<file path="src/rtl/tdm_tx_pkg.sv">
package tdm_tx_pkg;
  localparam int MAX_SLOTS = 32;
  localparam int MAX_BITS  = 32;
  localparam int SLOT_W    = $clog2(MAX_SLOTS);
  localparam int BIT_W     = $clog2(MAX_BITS);
  localparam int CNT_W     = SLOT_W + 1;           // holds 1..MAX
  localparam int FPOS_W    = SLOT_W + BIT_W + 1;   // holds frame length

  typedef struct packed {
    logic [SLOT_W-1:0] slot;
    logic [BIT_W-1:0]  bitn;
  } slot_pos_t;
endpackage

</file>
<file path="src/rtl/tdm_tx_edge.sv">
module tdm_tx_edge (
  input  logic clk,
  input  logic rst_n,
  input  logic bclk,
  input  logic sample_rising,
  output logic launch
);
  logic bclk_q;

  always_ff @(posedge clk or negedge rst_n) begin
    if (!rst_n) bclk_q <= 1'b0;
    else        bclk_q <= bclk;
  end

  // launch on the edge the receiver does not sample on
  always_comb begin
    if (sample_rising) launch = bclk_q & ~bclk;
    else               launch = ~bclk_q & bclk;
  end
endmodule

</file>
<file path="src/rtl/tdm_tx_fsync.sv">
module tdm_tx_fsync
  import tdm_tx_pkg::*;
#(
  parameter int SYNC_LEN_W = 8
) (
  input  logic                  clk,
  input  logic                  rst_n,
  input  logic                  en,
  input  logic                  launch,
  input  logic [CNT_W-1:0]      words,
  input  logic [CNT_W-1:0]      bits,
  input  logic [SYNC_LEN_W-1:0] sync_len,
  input  logic                  sync_high,
  output logic                  fsync
);
  logic [FPOS_W-1:0]   pos;
  logic [FPOS_W-1:0]   frame_len;
  logic [SYNC_LEN_W:0] width;
  logic                in_pulse;

  always_comb begin
    frame_len = FPOS_W'(words) * FPOS_W'(bits);
    width     = (sync_len == '0) ? (SYNC_LEN_W+1)'(1) : {1'b0, sync_len};
    in_pulse  = 32'(pos) < 32'(width);
  end

  always_ff @(posedge clk or negedge rst_n) begin
    if (!rst_n) begin
      pos   <= '0;
      fsync <= 1'b0;
    end else if (!en) begin
      pos   <= '0;
      fsync <= ~sync_high;
    end else if (launch) begin
      fsync <= in_pulse ? sync_high : ~sync_high;
      pos   <= (pos == frame_len - 1'b1) ? '0 : pos + 1'b1;
    end
  end
endmodule

</file>
<file path="src/rtl/tdm_tx_slotseq.sv">
module tdm_tx_slotseq
  import tdm_tx_pkg::*;
#(
  parameter int DELAY_W = 5
) (
  input  logic                 clk,
  input  logic                 rst_n,
  input  logic                 en,
  input  logic                 launch,
  input  logic [CNT_W-1:0]     words,
  input  logic [CNT_W-1:0]     bits,
  input  logic [DELAY_W-1:0]   delay,
  input  logic [MAX_SLOTS-1:0] slot_mask,
  input  logic                 in_valid,
  output logic                 in_ready,
  output logic                 underrun,
  output logic                 emit,
  output logic                 lead_tick,
  output logic                 word_first,
  output logic [BIT_W-1:0]     bit_now
);
  slot_pos_t          cur;
  logic [DELAY_W-1:0] lead;
  logic               started;
  logic               go;
  logic               slot_on;
  logic               last_bit;
  logic               last_slot;

  always_comb begin
    go         = started | (lead == delay);
    emit       = launch & en & go;
    lead_tick  = launch & en & ~go;
    word_first = (cur.bitn == '0);
    bit_now    = cur.bitn;
    slot_on    = ~slot_mask[cur.slot];
    in_ready   = emit & word_first & slot_on;
    last_bit   = (CNT_W'(cur.bitn) == bits - 1'b1);
    last_slot  = (CNT_W'(cur.slot) == words - 1'b1);
  end

  always_ff @(posedge clk or negedge rst_n) begin
    if (!rst_n) begin
      cur      <= '0;
      lead     <= '0;
      started  <= 1'b0;
      underrun <= 1'b0;
    end else begin
      underrun <= in_ready & ~in_valid;
      if (!en) begin
        cur     <= '0;
        lead    <= '0;
        started <= 1'b0;
      end else if (lead_tick) begin
        lead <= lead + 1'b1;
      end else if (emit) begin
        started <= 1'b1;
        if (last_bit) begin
          cur.bitn <= '0;
          cur.slot <= last_slot ? '0 : cur.slot + 1'b1;
        end else begin
          cur.bitn <= cur.bitn + 1'b1;
        end
      end
    end
  end
endmodule

</file>
<file path="src/rtl/tdm_tx_shift.sv">
module tdm_tx_shift
  import tdm_tx_pkg::*;
#(
  parameter int DATA_W = 32
) (
  input  logic              clk,
  input  logic              rst_n,
  input  logic              en,
  input  logic              emit,
  input  logic              lead_tick,
  input  logic              word_first,
  input  logic [BIT_W-1:0]  bit_now,
  input  logic [CNT_W-1:0]  bits,
  input  logic              lsb_first,
  input  logic              take,
  input  logic [DATA_W-1:0] in_data,
  input  logic              idle_level,
  output logic              sdata
);
  logic [DATA_W-1:0] word;
  logic              have;
  logic [BIT_W-1:0]  idx;
  logic [CNT_W-1:0]  msb_idx;

  always_comb begin
    msb_idx = bits - 1'b1 - CNT_W'(bit_now);
    idx     = lsb_first ? bit_now : msb_idx[BIT_W-1:0];
  end

  always_ff @(posedge clk or negedge rst_n) begin
    if (!rst_n) begin
      word  <= '0;
      have  <= 1'b0;
      sdata <= 1'b1;
    end else if (!en) begin
      have  <= 1'b0;
      sdata <= idle_level;
    end else if (lead_tick) begin
      sdata <= idle_level;
    end else if (emit) begin
      if (word_first) begin
        have <= take;
        if (take) word <= in_data;
        sdata <= take ? in_data[idx] : idle_level;
      end else begin
        sdata <= have ? word[idx] : idle_level;
      end
    end
  end
endmodule

</file>
<file path="src/rtl/tdm_frame_tx.sv">
module tdm_frame_tx
  import tdm_tx_pkg::*;
#(
  parameter int DATA_W     = 32,
  parameter int SYNC_LEN_W = 8,
  parameter int DELAY_W    = 5
) (
  input  logic                  clk,
  input  logic                  rst_n,
  input  logic                  bclk,
  input  logic                  cfg_enable,
  input  logic [CNT_W-1:0]      cfg_words,
  input  logic [CNT_W-1:0]      cfg_bits,
  input  logic [DELAY_W-1:0]    cfg_delay,
  input  logic [SYNC_LEN_W-1:0] cfg_sync_len,
  input  logic                  cfg_sync_active_high,
  input  logic [MAX_SLOTS-1:0]  cfg_slot_mask,
  input  logic                  cfg_idle_level,
  input  logic                  cfg_lsb_first,
  input  logic                  cfg_sample_rising,
  input  logic                  in_valid,
  output logic                  in_ready,
  input  logic [DATA_W-1:0]     in_data,
  output logic                  fsync,
  output logic                  sdata,
  output logic                  underrun
);
  logic             launch;
  logic             emit;
  logic             lead_tick;
  logic             word_first;
  logic [BIT_W-1:0] bit_now;

  tdm_tx_edge u_edge (
    .clk(clk), .rst_n(rst_n), .bclk(bclk),
    .sample_rising(cfg_sample_rising), .launch(launch)
  );

  tdm_tx_fsync #(.SYNC_LEN_W(SYNC_LEN_W)) u_fsync (
    .clk(clk), .rst_n(rst_n), .en(cfg_enable), .launch(launch),
    .words(cfg_words), .bits(cfg_bits), .sync_len(cfg_sync_len),
    .sync_high(cfg_sync_active_high), .fsync(fsync)
  );

  tdm_tx_slotseq #(.DELAY_W(DELAY_W)) u_seq (
    .clk(clk), .rst_n(rst_n), .en(cfg_enable), .launch(launch),
    .words(cfg_words), .bits(cfg_bits), .delay(cfg_delay),
    .slot_mask(cfg_slot_mask), .in_valid(in_valid), .in_ready(in_ready),
    .underrun(underrun), .emit(emit), .lead_tick(lead_tick),
    .word_first(word_first), .bit_now(bit_now)
  );

  tdm_tx_shift #(.DATA_W(DATA_W)) u_shift (
    .clk(clk), .rst_n(rst_n), .en(cfg_enable), .emit(emit),
    .lead_tick(lead_tick), .word_first(word_first), .bit_now(bit_now),
    .bits(cfg_bits), .lsb_first(cfg_lsb_first),
    .take(in_ready & in_valid), .in_data(in_data),
    .idle_level(cfg_idle_level), .sdata(sdata)
  );
endmodule

</file>
<file path="config.mk">
export PLATFORM = sky130hd
export DESIGN_NAME = tdm_frame_tx
export DESIGN_NICKNAME = d
export VERILOG_FILES = /design/src/rtl/tdm_tx_pkg.sv /design/src/rtl/tdm_tx_edge.sv /design/src/rtl/tdm_tx_fsync.sv /design/src/rtl/tdm_tx_slotseq.sv /design/src/rtl/tdm_tx_shift.sv /design/src/rtl/tdm_frame_tx.sv
export SDC_FILE = /design/constraint.sdc
export NUM_CORES = 1
export LEC_CHECK = 0
export ABC_AREA = 1
export BUFFER_PORTS_ARGS = -buffer_cell sky130_fd_sc_hd__buf_2
export CAP_MARGIN = 10
export CORE_ASPECT_RATIO = 1.1
export CORE_UTILIZATION = 50
export CTS_CLUSTER_SIZE = 8
export DETAILED_ROUTE_END_ITERATION = 10
export HOLD_SLACK_MARGIN = 0.15
export PLACE_DENSITY_LB_ADDON = 0.05
export SYNTH_ARGS = -nofsm -noshare
export SYNTH_HDL_FRONTEND = slang
export SYNTH_SLANG_ARGS = --single-unit
</file>
<file path="constraint.sdc">
create_clock -name clk -period 4.9 [get_ports clk]
set_input_delay 0.98 -clock clk [delete_from_list [all_inputs] [get_ports clk]]
set_output_delay 0.98 -clock clk [all_outputs]
set_load 0.005 [all_outputs]
</file>
## After elaboration in Yosys (flattened, before gate mapping)

Index checks and enable logic that the tools add are counted.

- Bits in read-only memories: 0
- Input bits: 98
- Memories kept: 0
- Bits in latches: 0
- Logic and storage cells: 93
- Register bits: 64
- Memory bits (writable): 0
- Output and inout port bits: 4

- Order comparisons: 3
- Shift operators: 0
- Muxes and demuxes: 36
- Reduce and logical (&&, ||, !) cells: 6
- Multipliers: 1
- $add $sub $neg: 8
- Equality and inequality tests: 11
- Div/mod/pow operators: 0
- Bitwise operators: 17

Operator list:

| cell | count |
|---|---|
| 11-bit 2-to-1 mux | 3 |
| 10-bit 2-to-1 mux | 3 |
| 5-bit 2-to-1 mux | 6 |
| 1-bit 2-to-1 mux | 20 |
| 5-bit by 1-bit adder with 5-bit output (second input constant) | 3 |
| 1-bit binary-select mux with 5-bit select | 3 |
| 5-bit by 6-bit == test with 1-bit output | 2 |
| 5-bit by 6-bit less-than comparator with 1-bit output (second input constant) | 2 |
| 6-bit by 1-bit subtractor with 6-bit output (second input constant) | 2 |
| 11-bit by 1-bit adder with 11-bit output (second input constant) | 1 |
| 11-bit == test | 1 |
| 11-bit by 9-bit less-than comparator with 1-bit output | 1 |
| 6-bit by 6-bit multiplier with 11-bit output | 1 |
| 11-bit by 1-bit subtractor with 11-bit output (second input constant) | 1 |
| 2-bit by 1-bit != test with 1-bit output (second input constant) | 5 |
| 1-bit bitwise AND | 9 |
| 8-bit zero test | 1 |
| 8-bit 2-to-1 mux | 1 |
| 1-bit inverter | 7 |
| 3-bit AND reduction | 2 |
| 5-bit == test | 1 |
| 5-bit zero test | 1 |
| 5-bit AND reduction | 1 |
| 5-bit subtractor | 1 |
| other kinds (4) | 4 |

## Longest topological paths before layout

- Word-level depth: 13
- Gate-level depth with buffers: 23
- Mapped depth without buffers: 21

## Hierarchy

Synthesis repeated with hierarchy kept, for this count alone.

- Cell total of the unflattened synthesis: 1069
- Area total of the unflattened synthesis: 6887.9 µm²

Modules (own cells, without submodules):

| module | cells an instance | sequential area each (µm²) | area an instance (µm²) | times used |
|---|---|---|---|---|
| tdm_tx_shift | 381 | 852.1 | 2509.9 | 1 |
| tdm_tx_fsync | 348 | 300.3 | 2432.3 | 1 |
| tdm_tx_slotseq | 331 | 425.4 | 1888.1 | 1 |
| tdm_tx_edge | 7 | 25.0 | 50.0 | 1 |
| tdm_frame_tx | 2 | 0.0 | 7.5 | 1 |

## Worst setup path after synthesis

Ideal clock, no wire load.

- Kind: input port to flip-flop
- Start point: input cfg_words[3]
- End point: register u_fsync.pos[3]
- Data arrival time: 4.719 ns
- Library setup time: 0.130 ns
- Buffers on the path: 2
- Path slack: 0.052 ns
- Data required time: 4.770 ns
- Stages on the path: 21
- Path through: clkbuf_1 nand2_1 fa_1 fa_1 fa_1 inv_1 fa_1 ha_1 inv_1 o21bai_1 a21oi_1 nand2_1 nand2_1 nand2_1 nand2_1 nand3_1 nor2_1 nand3_1 buf_4 nand3_1 o21ai_1

- Cells in the longest elaborated chain, start to end: 6

RTL lines:

| what | line | source |
|---|---|---|
| start: declaration | tdm_frame_tx.sv:12 | `input logic [CNT_W-1:0] cfg_words,` |
| 6-bit by 6-bit multiplier with 11-bit output | tdm_tx_fsync.sv:22 | `frame_len = FPOS_W'(words) * FPOS_W'(bits);` |
| 11-bit by 1-bit subtractor with 11-bit output | tdm_tx_fsync.sv:36 | `pos <= (pos == frame_len - 1'b1) ? '0 : pos + 1'b1;` |
| 11-bit == test | tdm_tx_fsync.sv:36 |  |
| 11-bit 2-to-1 mux | tdm_tx_fsync.sv:36 |  |
| 11-bit 2-to-1 mux | tdm_tx_fsync.sv:34 | `end else if (launch) begin` |
| 11-bit 2-to-1 mux | tdm_tx_fsync.sv:31 | `end else if (!en) begin` |
| end signal: assignment | tdm_tx_fsync.sv:36 |  |
| end: declaration | tdm_tx_fsync.sv:16 | `logic [FPOS_W-1:0] pos;` |

Every way passes these cells. The select of a mux whose other input is x is not followed.
A chain may end at the register's enable or synchronous reset.

## Final worst setup path

- Start point: input cfg_words[2]
- End point: register u_fsync.pos[8]

Same word-level chain as after synthesis.

==> key figures <==
Power
  – Peak supply drop: around 0.19 mV
  – Leakage: ~4.1 nW
  – Total power divided by cell area: approximately 290 mW/mm2

Placement
  – Cell Area, Placed: around 0.007 mm2
  – Final HPWL DP: roughly 12000 um
  – Final Wtd Congestion: approximately 0.86
  – IO Port Bufs: between 100 and 150

Timing
  – FMAX: roughly 220 MHz
  – Hold slack: ~0.47 ns
  – Worst slew pin tran: 1.025 ns
  – # setup viols final: 0
  – Worst slew margin: about a third
  – Skew final: approximately 0.011 ns
  – Tcrit/Tclk final: between 90% and 100%
  – Fin. Hold Viols: 0
  – RSZ-0062 raised after global routing: false
  – Final Critical Period: between 4 and 5 ns
  – Pins Over Slew Limit: 0

Clock tree
  – Hold_buf cts: 0
  – CTS buffer count: 9
  – CTS tree: built
  – Clk slew on worst S/H paths: about 0.060 ns
  – CTS sink count: 64
  – Clk buf depth: 2
  – Root Driver: clkbuf_16
  – Clk_lat worst skew: 0.34 ns
  – CTS H-tree depth: 3

Global route
  – Initial antenna violation count: 0
  – Vias in the first global route: between 5000 and 6000
  – First-pass GRT wire length: ~26000 um
  – GRT Overall Usage: between 20% and 30%
  – Pin count of the biggest net entering global routing: 43
  – Overflow after GRT: 0

Hold path
  – Worst hold start: u_shift.sdata
  – Hold Path Sink: u_shift.sdata
  – Min-Delay Path Class: flip-flop to flip-flop
  – Worst Hold Depth: 2

Worst setup path
  – Worst setup path category: input pin to flip-flop
  – R2R Path End: u_shift.sdata
  – FF-to-FF Start: u_seq.bit_now[0]
  – CP Launch Type: input pin
  – Worst Path Required: just over 5 ns
  – R2R setup slack: ~2 ns
  – Critical path endpoint category: flip-flop
  – Worst EP arrival: just under 5 ns
  – Worst Path Max Fanout: 7
  – R2R cell count: 14

Route
  – Vias per cell: roughly 5.1
  – Via count: ~6000
  – Routed WL per cell: ~13 um
  – Antenna Nets Post-Route: 0
  – # DRC: 0
  – Iter 0 DRT Violations: around 270
  – Total Wirelength: 15410 um
  – Drt pass-1 iters: 5

Logic synthesis
  – Largest area contributor in the netlist: dfrtp_1
  – Top_reg_cell synth: dfrtp_1
  – Most common library cells after synthesis: 341 x nand2_1, 145 x nand3_1, 124 x inv_1, 63 x dfrtp_1, 44 x ha_1
  – Synth Cell Area: 0.006439 mm2
  – Sequential element share of the synthesized area: between 20% and 30%
  – Synth warn: 0
  – Area contributors post-synth: dfrtp_1 24%, nand2_1 20%, nand3_1 11%, ha_1 8.6%, inv_1 7.2%
  – Net Count, Synth: between 1000 and 1500
  – Syn Inst Count: between 900 and 1000
  – Unique masters post-synth: 44
  – Syn avg cell area: 6.756 um2
  – Async SR Flop Fraction: 100.0%
  – Area share of the largest cell type after synthesis: around a quarter
  – Synth Register Bits: 64
  – Post-synth EDFFs: 0
  – Count leader, synth: nand2_1

Layout
  – Final instance area: 0.007323 mm2
  – Area Overhead vs Synth: 13.74%
  – Register area: approximately 0.0016 mm2
  – FILL cells: around 1300
  – Area of the multi-input gates: approximately 0.004 mm2
  – Final #Nets: ~1200
  – Layout cells sized above 1: 16.30%

Flow run
  – # Max-Cap Violations: 0

Floorplan
  – Die W: 110.2 um
  – Die H: approximately 120 um
  – Placeable Area: 0.01259 mm2
  – I/O pins: 102
  – Row Count: between 40 and 50
  – Initial Utilization: ~50%
  – Die ar.: 0.01334 mm2

Status
  – Outcome: completed
[repair_timing]
item,in CTS,in global routing
resized for setup,0,1
setup buffers,0,0
setup endpoints to repair,0,1
[stage by stage]
stage | std cells | util (%) | TNS (ns) | power [mW] | setup slack, ns
global placement | 1190 | 55.67 | 0 | 1.492 | 0.002077
floorplan | 953 | - | 0 | 1.279 | 0.05154
CTS | 1206 | 58.12 | 0 | 2.155 | 0.3042
detailed placement | 1190 | 55.67 | -0.2029 | 1.490 | -0.02758
finish | 1207 | 58.17 | 0 | 2.146 | 0.2957
global route | 1206 | 58.15 | 0 | 2.321 | 0.06160
[cell usage in the layout, fill, tap and decap left out, types with 3 or more instances in the layout]
cell type  synthesis  layout
a21oi_1           16      15
buf_2             16     101
buf_4              7      17
clkbuf_16          0       9
clkinv_4           0       3
dfrtp_1           63      63
fa_1              19      19
ha_1              44      44
inv_1            124     124
inv_2              8       8
nand2_1          341     341
nand2_2            8       8
nand3_1          145     145
nand3b_1           3       3
nand4_1           16      16
nor2_1            25      25
nor3_1             8       8
nor4_1             4       4
o21ai_0           21      21
o21ai_1            8       8
o21ai_2            3       3
xnor2_1           10      10
xor2_1            25      25
[cell families (layout without fill, tap and decap cells)]
group | after synthesis | count (layout) | synth area share [%]
fa+ha+maj | 63 | 63 | 14.46
compound gates | 57 | 57 | 5.228
simple gates | 562 | 562 | 38.67
other cells | 0 | 1 | 0
flops | 64 | 64 | 24.89
xor+xnor | 35 | 35 | 4.761
buf+inv | 172 | 268 | 11.99
[sequential cells by signal, indices dropped and copies added (netlist names)]
signal,count
u_seq.bit_now,5
u_fsync.fsync,1
u_edge.bclk_q,1
u_seq.started,1
u_fsync.pos,11
u_shift.word,32
u_seq.cur,5
u_shift.sdata,1
u_shift.have,1
u_seq.underrun,1
u_seq.lead,5
[worst max-delay path by stage]
stage	from	to	slack, ns
6_report	cfg_words[2]	u_fsync.pos[8]	0.30
5_1_grt	cfg_words[2]	u_fsync.pos[5]	0.06
4_1_cts	cfg_words[2]	u_fsync.pos[2]	0.30
3_5_place_dp	cfg_words[2]	u_fsync.pos[2]	-0.03
3_3_place_gp	cfg_words[2]	u_fsync.pos[2]	0.002
2_1_floorplan	cfg_words[3]	u_fsync.pos[3]	0.05
[power breakdown]
part | switching, mW | internal, mW | leakage [nW]
sequential | 0.0344 | 0.562 | 0.873
combinational | 0.526 | 0.364 | 3.10
clock | 0.250 | 0.409 | 0.149
[area by class of cell]
cell class | count | area share (%)
clock inverter | 6 | 0.9397
timing repair buffer | 118 | 8.645
clock buffer | 10 | 3.263
multi-input combinational | 717 | 55.54
antenna | 1 | 0.03417
inverter | 134 | 7.005
tap | 157 | 2.682
sequential | 64 | 21.89
[worst max-delay path, stage by stage]
cell      delay (ns)
buf_2           0.10
nand2_1         0.08
fa_1            0.56
fa_1            0.46
fa_1            0.55
inv_1           0.06
fa_1            0.48
ha_1            0.32
inv_1           0.06
o21bai_1        0.26
a21oi_2         0.10
nand3b_1        0.11
nand2_1         0.07
nand2_1         0.06
nand3_1         0.07
nor2_1          0.09
nand3_1         0.10
buf_4           0.19
nand3_1         0.06
o21ai_1         0.06
[layer usage]
metal  share of wire, %  up-vias  global-route usage, %
li1                   -     3198                      -
met1                 47     2766                  32.49
met2                 47      149                  41.02
met3                4.7       22                  3.383
met4                1.9        0                  8.141
met5                  0        -                      0
Note: power is estimated with default switching activity, not from simulation.
